<file path="src/rtl/pp_alu_pkg.sv">
package pp_alu_pkg;
  typedef enum logic [1:0] {
    CMP_PASS   = 2'd0,
    CMP_FLOOR  = 2'd1,
    CMP_CLAMP  = 2'd2,
    CMP_RUNMAX = 2'd3
  } cmp_fn_e;

  typedef enum logic [1:0] {
    ADD_BYPASS = 2'd0,
    ADD_SHARED = 2'd1,
    ADD_ACCUM  = 2'd2,
    ADD_RSVD   = 2'd3
  } add_fn_e;
endpackage

</file>
<file path="src/rtl/pp_alu_cmp.sv">
module pp_alu_cmp
  import pp_alu_pkg::*;
#(
  parameter int DW = 16
) (
  input  logic                 clk_i,
  input  logic                 rst_ni,
  input  logic                 beat_i,
  input  logic                 start_i,
  input  cmp_fn_e              fn_i,
  input  logic signed [DW-1:0] x_i,
  input  logic signed [DW-1:0] thr_i,
  output logic signed [DW-1:0] c_o
);
  logic signed [DW-1:0] run_max_q;
  logic signed [DW-1:0] floor_v, relu_v, clamp_v, runmax_v, ref_v;

  always_comb begin
    floor_v  = (x_i > thr_i) ? x_i : thr_i;
    relu_v   = x_i[DW-1] ? '0 : x_i;
    clamp_v  = (relu_v > thr_i) ? thr_i : relu_v;
    ref_v    = run_max_q;
    runmax_v = (start_i || (x_i > ref_v)) ? x_i : ref_v;
    unique case (fn_i)
      CMP_PASS:   c_o = x_i;
      CMP_FLOOR:  c_o = floor_v;
      CMP_CLAMP:  c_o = clamp_v;
      default:    c_o = runmax_v;
    endcase
  end

  always_ff @(posedge clk_i or negedge rst_ni) begin
    if (!rst_ni)                            run_max_q <= '0;
    else if (beat_i && fn_i == CMP_RUNMAX)  run_max_q <= runmax_v;
  end
endmodule

</file>
<file path="src/rtl/pp_alu_mid.sv">
module pp_alu_mid
  import pp_alu_pkg::*;
#(
  parameter int DW = 16,
  parameter int AW = 40
) (
  input  logic                 clk_i,
  input  logic                 rst_ni,
  input  logic                 beat_i,
  input  logic                 start_i,
  input  add_fn_e              fn_i,
  input  logic signed [DW-1:0] c_i,
  input  logic signed [DW-1:0] pre_op_i,
  input  logic signed [DW-1:0] shared_i,
  output logic signed [AW-1:0] m_o
);
  localparam int PW = 2 * DW;

  logic signed [PW-1:0] c_ext, op_ext, prod;
  logic signed [AW-1:0] p_ext, sh_ext, acc_q, acc_base, sum_v;

  always_comb begin
    c_ext    = PW'(c_i);
    op_ext   = PW'(pre_op_i);
    prod     = c_ext * op_ext;
    p_ext    = AW'(prod);
    sh_ext   = AW'(shared_i);
    acc_base = start_i ? '0 : acc_q;
    sum_v    = acc_base + p_ext;
    unique case (fn_i)
      ADD_SHARED: m_o = p_ext + sh_ext;
      ADD_ACCUM:  m_o = sum_v;
      default:    m_o = p_ext;
    endcase
  end

  always_ff @(posedge clk_i or negedge rst_ni) begin
    if (!rst_ni)                          acc_q <= '0;
    else if (beat_i && fn_i == ADD_ACCUM) acc_q <= sum_v;
  end
endmodule

</file>
<file path="src/rtl/pp_alu_back.sv">
module pp_alu_back #(
  parameter int DW  = 16,
  parameter int AW  = 40,
  parameter int SHW = 5
) (
  input  logic signed [AW-1:0]  m_i,
  input  logic signed [DW-1:0]  back_op_i,
  input  logic        [SHW-1:0] shift_i,
  output logic signed [DW-1:0]  res_o
);
  localparam int BW = AW + DW;
  localparam logic signed [BW-1:0] MAXV = BW'({1'b0, {(DW-1){1'b1}}});
  localparam logic signed [BW-1:0] MINV = -MAXV - BW'(1);

  logic signed [BW-1:0] m_ext, b_ext, prod, shifted;

  always_comb begin
    m_ext   = BW'(m_i);
    b_ext   = BW'(back_op_i);
    prod    = m_ext * b_ext;
    shifted = prod >>> shift_i;
    if (shifted > MAXV)      res_o = MAXV[DW-1:0];
    else if (shifted < MINV) res_o = MINV[DW-1:0];
    else                     res_o = shifted[DW-1:0];
  end
endmodule

</file>
<file path="src/rtl/pp_alu.sv">
module pp_alu
  import pp_alu_pkg::*;
#(
  parameter int DW        = 16,
  parameter int ACC_GUARD = 8,
  parameter int SHW       = 5
) (
  input  logic           clk_i,
  input  logic           rst_ni,
  input  logic           in_valid_i,
  input  logic           win_start_i,
  input  logic           win_end_i,
  input  logic [DW-1:0]  data_i,
  input  logic [1:0]     cmp_fn_i,
  input  logic [1:0]     add_fn_i,
  input  logic [DW-1:0]  thr_i,
  input  logic [DW-1:0]  pre_op_i,
  input  logic [DW-1:0]  shared_i,
  input  logic [DW-1:0]  back_op_i,
  input  logic [SHW-1:0] shift_i,
  output logic           out_valid_o,
  output logic [DW-1:0]  out_data_o
);
  localparam int AW = 2 * DW + ACC_GUARD;

  logic                  s_valid, s_start, s_end;
  cmp_fn_e               s_cmp;
  add_fn_e               s_add;
  logic signed [DW-1:0]  s_x, s_thr, s_pre, s_shr, s_back;
  logic        [SHW-1:0] s_shift;

  logic signed [DW-1:0]  c_v, res_v;
  logic signed [AW-1:0]  m_v;

  // input register: sample, strobes and configuration travel together
  always_ff @(posedge clk_i or negedge rst_ni) begin
    if (!rst_ni) begin
      s_valid <= 1'b0;
      s_start <= 1'b0;
      s_end   <= 1'b0;
      s_cmp   <= CMP_PASS;
      s_add   <= ADD_BYPASS;
      s_x     <= '0;
      s_thr   <= '0;
      s_pre   <= '0;
      s_shr   <= '0;
      s_back  <= '0;
      s_shift <= '0;
    end else begin
      s_valid <= in_valid_i;
      if (in_valid_i) begin
        s_start <= win_start_i;
        s_end   <= win_end_i;
        s_cmp   <= cmp_fn_e'(cmp_fn_i);
        s_add   <= add_fn_e'(add_fn_i);
        s_x     <= data_i;
        s_thr   <= thr_i;
        s_pre   <= pre_op_i;
        s_shr   <= shared_i;
        s_back  <= back_op_i;
        s_shift <= shift_i;
      end
    end
  end

  pp_alu_cmp #(.DW(DW)) u_cmp (
    .clk_i   (clk_i),
    .rst_ni  (rst_ni),
    .beat_i  (s_valid),
    .start_i (s_start),
    .fn_i    (s_cmp),
    .x_i     (s_x),
    .thr_i   (s_thr),
    .c_o     (c_v)
  );

  pp_alu_mid #(.DW(DW), .AW(AW)) u_mid (
    .clk_i    (clk_i),
    .rst_ni   (rst_ni),
    .beat_i   (s_valid),
    .start_i  (s_start),
    .fn_i     (s_add),
    .c_i      (c_v),
    .pre_op_i (s_pre),
    .shared_i (s_shr),
    .m_o      (m_v)
  );

  pp_alu_back #(.DW(DW), .AW(AW), .SHW(SHW)) u_back (
    .m_i       (m_v),
    .back_op_i (s_back),
    .shift_i   (s_shift),
    .res_o     (res_v)
  );

  always_ff @(posedge clk_i or negedge rst_ni) begin
    if (!rst_ni) begin
      out_valid_o <= 1'b0;
      out_data_o  <= '0;
    end else begin
      out_valid_o <= s_valid && s_end;
      if (s_valid && s_end) out_data_o <= res_v;
    end
  end
endmodule

</file>
<file path="config.mk">
export PLATFORM = sky130hd
export DESIGN_NAME = pp_alu
export DESIGN_NICKNAME = d
export VERILOG_FILES = /design/src/rtl/pp_alu_pkg.sv /design/src/rtl/pp_alu_cmp.sv /design/src/rtl/pp_alu_mid.sv /design/src/rtl/pp_alu_back.sv /design/src/rtl/pp_alu.sv
export SDC_FILE = /design/constraint.sdc
export NUM_CORES = 2
export LEC_CHECK = 0
export BUFFER_PORTS_ARGS = -buffer_cell sky130_fd_sc_hd__clkbuf_2
export CAP_MARGIN = 10
export CORE_ASPECT_RATIO = 0.75
export CORE_MARGIN = 4
export CORE_UTILIZATION = 39
export CTS_CLUSTER_SIZE = 25
export DETAILED_ROUTE_END_ITERATION = 6
export RECOVER_POWER = 100
export SYNTH_ARGS = -nofsm -noshare
export SYNTH_HDL_FRONTEND = slang
export SYNTH_SLANG_ARGS = --single-unit
export TNS_END_PERCENT = 20
</file>
<file path="constraint.sdc">
create_clock -name clk_i -period 25.3 [get_ports clk_i]
set_clock_uncertainty 0.1 [all_clocks]
set_input_delay 5.06 -clock clk_i [delete_from_list [all_inputs] [get_ports clk_i]]
set_output_delay 5.06 -clock clk_i [all_outputs]
set_load 0.05 [all_outputs]
</file>
Yosys cells after proc, flatten, opt, wreduce, memory -nomap -nowiden
Cells that the tools add are included.
{"block": "totals", "ff_bits": 165, "input_bits": 94, "output_inout_bits": 17, "word_cells": 44}
{"block": "classes", "n_addsub": 2, "mul": 2, "n_lt_le_gt_ge": 5, "eq_ne": 5, "shifts": 1, "n_mux": 9, "n_reduce_logical": 5}
{"op": "16-bit two-way mux", "count": 5}
{"op": "40-bit case mux with 2 select lines", "count": 1}
{"op": "56-bit by 16-bit > comparator with 1-bit output (second input constant)", "count": 1}
{"op": "56-bit by 16-bit < comparator with 1-bit output (second input constant)", "count": 1}
{"op": "40-bit by 16-bit multiplier with 56-bit output", "count": 1}
{"op": "56-bit by 5-bit >>> shifter with 56-bit output", "count": 1}
{"op": "16-bit > comparator", "count": 3}
{"op": "16-bit case mux with 3 select lines", "count": 1}
{"op": "40-bit by 32-bit adder with 40-bit output", "count": 1}
{"op": "40-bit two-way mux", "count": 1}
{"op": "32-bit by 16-bit adder with 33-bit output", "count": 1}
{"op": "16-bit by 16-bit multiplier with 32-bit output", "count": 1}
{"op": "15-bit two-way mux", "count": 1}
{"op": "2-bit == test (second input constant)", "count": 3}
{"op": "2-bit by 1-bit == test with 1-bit output (second input constant)", "count": 2}
{"op": "1-bit logical AND", "count": 3}
{"op": "2-bit logical NOT", "count": 1}
{"op": "1-bit logical OR", "count": 1}

Longest topological paths before layout
{"block": "depth", "word_depth": 12, "mapped_depth": 88, "depth_no_buf": 82}

By module
Synthesis repeated with hierarchy kept, for this count alone.
{"block": "hier_totals", "hier_cells": 5808, "hier_area_um2": 51209.1}
{"mod": "pp_alu_back", "n_inst": 1, "cells_per_inst": 3429, "area_each_um2": 28543.6, "seq_area_each_um2": 0.0}
{"mod": "pp_alu_mid", "n_inst": 1, "cells_per_inst": 1861, "area_each_um2": 15972.8, "seq_area_each_um2": 1001.0}
{"mod": "pp_alu", "n_inst": 1, "cells_per_inst": 229, "area_each_um2": 4131.5, "seq_area_each_um2": 2727.6}
{"mod": "pp_alu_cmp", "n_inst": 1, "cells_per_inst": 289, "area_each_um2": 2561.2, "seq_area_each_um2": 400.4}

Worst setup path before layout
No wires, ideal clock.
{"block": "synth_path", "path_type": "register to register", "from": "reg s_x[15]", "to": "reg out_data_o[4]", "setup_time_ns": 0.101, "arrival_time_ns": 19.681, "required_ns": 25.099, "slack_ns": 5.418, "stages_incl_launch_ff": 82, "n_path_buf": 8, "period_less_slack_ns": 19.882, "path_cell_list": "dfrtp_1 > clkbuf_1 > buf_1 > nor2_1 > ha_1 > nor2b_1 > o21a_1 > o21a_1 > o21a_1 > o21a_1 > o21ai_0 > a21oi_1 > nor4bb_1 > o21ai_0 > and2_1 > clkbuf_1 > o21ai_1 > a221oi_1 > (+46 left out) > buf_2 > a211oi_1 > a22oi_1 > a31oi_2 > o21ai_0 > nor3_1 > o21ai_1 > nor3b_1 > or2_1 > clkbuf_1 > mux4_2 > o211a_1 > mux2_2 > o41ai_2 > nand3b_1 > o41a_1 > buf_6 > o32ai_1"}
{"block": "synth_between", "elab_chain_len": 12, "word_cells_on_any_way": 19, "classes_between": "2 x add/sub; 2 x mul; 5 x order compare; 1 x shift; 8 x mux; 1 x reduce/logical"}
{"element": "start, declared", "line": "pp_alu.sv:29", "rtl": "logic signed [DW-1:0] s_x, s_thr, s_pre, s_shr, s_back;"}
{"element": "start signal, assigned", "line": "pp_alu.sv:56", "rtl": "s_x <= data_i;"}
{"element": "15-bit two-way mux / 16-bit > comparator (equally long branches)", "line": "pp_alu_cmp.sv:20, pp_alu_cmp.sv:23"}
{"element": "16-bit > comparator / 1-bit logical OR (equally long branches)", "line": "pp_alu_cmp.sv:21, pp_alu_cmp.sv:23"}
{"element": "16-bit two-way mux (on tied branches)", "line": "pp_alu_cmp.sv:21, pp_alu_cmp.sv:23"}
{"element": "16-bit case mux with 3 select lines (*)", "line": "pp_alu_cmp.sv:24", "rtl": "unique case (fn_i)"}
{"element": "16-bit by 16-bit multiplier with 32-bit output (*)", "line": "pp_alu_mid.sv:25", "rtl": "prod = c_ext * op_ext;"}
{"element": "40-bit by 32-bit adder with 40-bit output / 32-bit by 16-bit adder with 33-bit output (equally long branches)", "line": "pp_alu_mid.sv:29, pp_alu_mid.sv:31"}
{"element": "40-bit case mux with 2 select lines (*)", "line": "pp_alu_mid.sv:30", "rtl": "unique case (fn_i)"}
{"element": "40-bit by 16-bit multiplier with 56-bit output (*)", "line": "pp_alu_back.sv:20", "rtl": "prod = m_ext * b_ext;"}
{"element": "56-bit by 5-bit >>> shifter with 56-bit output (*)", "line": "pp_alu_back.sv:21", "rtl": "shifted = prod >>> shift_i;"}
{"element": "56-bit by 16-bit < comparator with 1-bit output", "line": "pp_alu_back.sv:23", "rtl": "else if (shifted < MINV) res_o = MINV[DW-1:0];"}
{"element": "16-bit two-way mux", "line": "pp_alu_back.sv:23"}
{"element": "16-bit two-way mux (*)", "line": "pp_alu_back.sv:22", "rtl": "if (shifted > MAXV) res_o = MAXV[DW-1:0];"}
{"element": "end signal, assigned", "line": "pp_alu.sv:102", "rtl": "if (s_valid && s_end) out_data_o <= res_v;"}
{"element": "end, declared", "line": "pp_alu.sv:22", "rtl": "output logic [DW-1:0] out_data_o"}
Every way passes the cells marked *; elsewhere a longest branch is shown, timed or not.
A chain may end at the register's enable or synchronous reset.

Final worst setup path
{"block": "layout_path", "from": "reg s_x[15]", "to": "reg out_data_o[13]"}
Same word-level chain as after synthesis.

==> flow_metrics.tcl <==
set metrics [dict create \
    status "complete, but fails checks" \
    violations "capacitance limit, slew limit" \
    max_freq_mhz 41.94 \
    vias 40480 \
    finalCritPeriodShare_pct 94.24 \
    holdPathEnd "u_mid.acc_q[36]$_DFFE_PN0P_" \
    cp.required_ns 25.63 \
    worstHoldStart "u_mid.acc_q[36]$_DFFE_PN0P_" \
    die_x_um 419.1 \
    r2r_cells 70 \
    clkSlewWorstSetupHoldPaths_ns 0.07 \
    timing.rr.end "out_data_o[13]$_DFFE_PN0P_" \
    fillers 12500 \
    tightest_slew_ns 4.042 \
    place.gp.congestion 0.9570 \
    antenna_found_initial 2 \
    yosysWarnings 0 \
    cts_htree_levels 4 \
    busiest_layer "met1" \
    startpoint_type "register" \
    cp_top_family "compound AO/OA/AOI/OAI gates" \
    coreArea_um2 125100 \
    grtUsageMet1_pct 36.39 \
    rr_startpoint "s_x[15]$_DFFE_PN0P_" \
    setup_slack_ns 1.457 \
    yosysSeqAreaShare_pct 8.354 \
    start_util_pct 39.49 \
    criticalPathCategory "register to register" \
    portBuffers 110 \
    crit_buf_inv 6 \
    cts-buffers-inserted 17 \
    first_pass_iters 6 \
    synth_edf_count 0 \
    syn_avg_cell_area_um2 8.706 \
    ant_nets 0 \
    grt_pass1_wl_mm 244.9 \
    holdBufCountCts 0 \
    syn_area_um2 49420 \
    cp_max_fo 24 \
    syn_to_final_growth_pct 5.403 \
    layout.nets 6870 \
    critPathArrivalTime_ns 24.17 \
    cts_tree "built" \
    ioPinCount 111 \
    max_stage_delay_ns 0.86 \
    hold_depth 2 \
    synth-seq-cells 165 \
    dieArea_um2 132500 \
    synthCells 5677 \
    slew_viol_final 300 \
    routed_wl_mm 151.5 \
    synth-main-ff-cell "dfrtp_1" \
    drv_cap 5 \
    viasPerCell 5.578 \
    crit_top_cell "fa_1" \
    utilization_pct 41.63 \
    wl_per_cell_um 20.87 \
    drc 0 \
    clk_latency_ns 0.55 \
    period_needed_ns 23.84 \
    critPathCaptureType "register" \
    cts_buffer_depth 2 \
    rows 112 \
    gr-usage-met3_pct 6.058 \
    crit_slowest_cell "dfrtp_1" \
    ys_types 109 \
    met2_usage_pct 33.16 \
    r2r_setup_slack_ns 1.46 \
    synth_top_cell_by_area "fa_1" \
    yosysTopAreaCellShare_pct 34.67 \
    yosys-top-cells-area "fa_1 (35%), dfrtp_1 (8.4%), ha_1 (8.3%)" \
    rsz0062_at_grt "no" \
    grt_usage_pct 23.64 \
    fp.dieH_um 316.3 \
    grt_pass1_vias 41920 \
    async_flop_share_pct 100.0 \
    min_path_type "register to register" \
    post-place-ws_ns 1.460 \
    dp_hpwl_mm 119.2 \
    tns_ns 0 \
    grt_overflow 0 \
    drive_gt1_share_pct 7.566 \
    grt_max_degree 83 \
    finalHoldViolations 0 \
    synth_nets 6955 \
    cts-root-buf "clkbuf_16" \
    setup_viol 0 \
    slew_headroom_pct -169.5 \
    cts_sinks 165 \
    drtIter0Drc 3508 \
]
synthesized netlist by cell type (68+ instances only):
cell,count
inv_1,836
mux2_2,110
nor2b_1,128
xnor2_1,134
fa_1,856
and2_1,359
nand2b_1,68
a21oi_1,206
nor2_1,267
ha_1,328
clkbuf_1,257
nand2_1,700
mux2i_1,79
dfrtp_1,165
o21ai_0,231
flip-flops by register name (all words and copies together) (netlist names):
name and flops:
s_end 1, s_add 2, s_thr 16, s_cmp 2, s_pre 16, u_mid.acc_q 40, u_cmp.ref_v 16, s_x 16
out_valid_o 1, s_back 16, s_shr 16, s_shift 5, s_start 1, out_data_o 16, s_valid 1
per-stage QoR:
| stage | hold WS [ns] | area, um^2 | cells |
|---|---|---|---|
| 4_1_cts | 0.3844 | 52200 | 7256 |
| 3_3_place_gp | 0.3625 | 51640 | 7225 |
| 5_1_grt | 0.4139 | 52090 | 7257 |
| 6_report | 0.3841 | 52090 | 7258 |
| 2_1_floorplan | 0.3422 | 49420 | 5677 |
| 3_5_place_dp | 0.3665 | 51640 | 7225 |
routing by layer:
metal | vias to the layer above | wire [um]
met1 | 20450 | 73120
met3 | 140 | 14420
li1 | 18350 | -
met4 | 0 | 2926
met2 | 1546 | 61050
met5 | - | 0
repair_timing:
| action | CTS | global route |
|---|---|---|
| setup buffers | 0 | 1 |
| hold endpoints to repair | 0 | 0 |
| resized for setup | 0 | 2 |
| setup endpoints to repair | 0 | 15 |
kinds of logic after synthesis:
logic type	count (synthesis)	share of synthesized area (%)
and+or+nand+nor	1822	18.15
muxes	209	5.018
buffers and inverters	1142	8.765
adders and majority gates	1186	43.02
AOI/OAI and AO/OA	981	13.65
DFF	165	8.354
xor gates and xnor gates	172	3.048
worst max path at each step:
| stage | start | end | slack, ns | depth (start not counted) |
|---|---|---|---|---|
| 2_1_floorplan | s_x[15]$_DFFE_PN0P_ | out_data_o[4]$_DFFE_PN0P_ | 5.42 | 81 |
| 3_3_place_gp | s_x[15]$_DFFE_PN0P_ | out_data_o[3]$_DFFE_PN0P_ | 1.92 | 70 |
| 3_5_place_dp | s_x[15]$_DFFE_PN0P_ | out_data_o[0]$_DFFE_PN0P_ | 1.46 | 71 |
| 4_1_cts | s_x[15]$_DFFE_PN0P_ | out_data_o[1]$_DFFE_PN0P_ | 1.39 | 70 |
| 5_1_grt | s_x[15]$_DFFE_PN0P_ | out_data_o[7]$_DFFE_PN0P_ | 0.10 | 70 |
| 6_report | s_x[15]$_DFFE_PN0P_ | out_data_o[13]$_DFFE_PN0P_ | 1.46 | 70 |
cell usage in the layout (no fill, tap or decap), types with 14 or more instances in the layout:
cell / n
nor4_1: 14
nor2b_1: 128
a311oi_1: 14
nand3_1: 54
nand2_1: 699
o211ai_1: 32
o21a_1: 50
inv_1: 836
xnor2_1: 134
a221oi_1: 33
nor3_1: 67
a31oi_1: 26
and2_1: 353
a21o_1: 67
dfrtp_1: 160
or3_1: 15
o32ai_1: 19
mux2_2: 110
clkbuf_16: 17
mux4_2: 20
a21oi_1: 201
nand4_1: 41
mux2i_1: 79
buf_4: 79
a211oi_1: 43
nand2b_1: 68
a22oi_1: 16
o21bai_1: 20
and3_1: 36
fa_1: 856
o21ai_0: 220
nor2_1: 267
or2_2: 21
ha_1: 327
clkbuf_1: 26
clkbuf_2: 91
xor2_1: 38
area by class of cell:
class | instances | area, um^2 | area share, %
inverters | 842 | 3161 | 6.067
clock buffers | 19 | 442.9 | 0.8503
repair buffers | 196 | 1162 | 2.231
well taps | 1653 | 2068 | 3.970
multi-input cells | 4370 | 41010 | 78.72
clock inverters | 12 | 112.6 | 0.2162
flip-flops and latches | 165 | 4135 | 7.938
diodes | 1 | 2.502 | 0.004804
worst reg2reg max path, delay by kind of cell (launching register included):
family                     cells  cell delay [ns]
AOI/OAI and AO/OA             33            10.35
DFF                            1             0.86
and+or+nand+nor               10             2.39
muxes                          2             0.96
adders and majority gates     15             7.08
xor gates and xnor gates       4             1.43
buffers and inverters          6             0.54
Power is left out: the tool's default activity adds up to more than one toggle a clock period on the data nets, which glitch-free logic cannot reach.
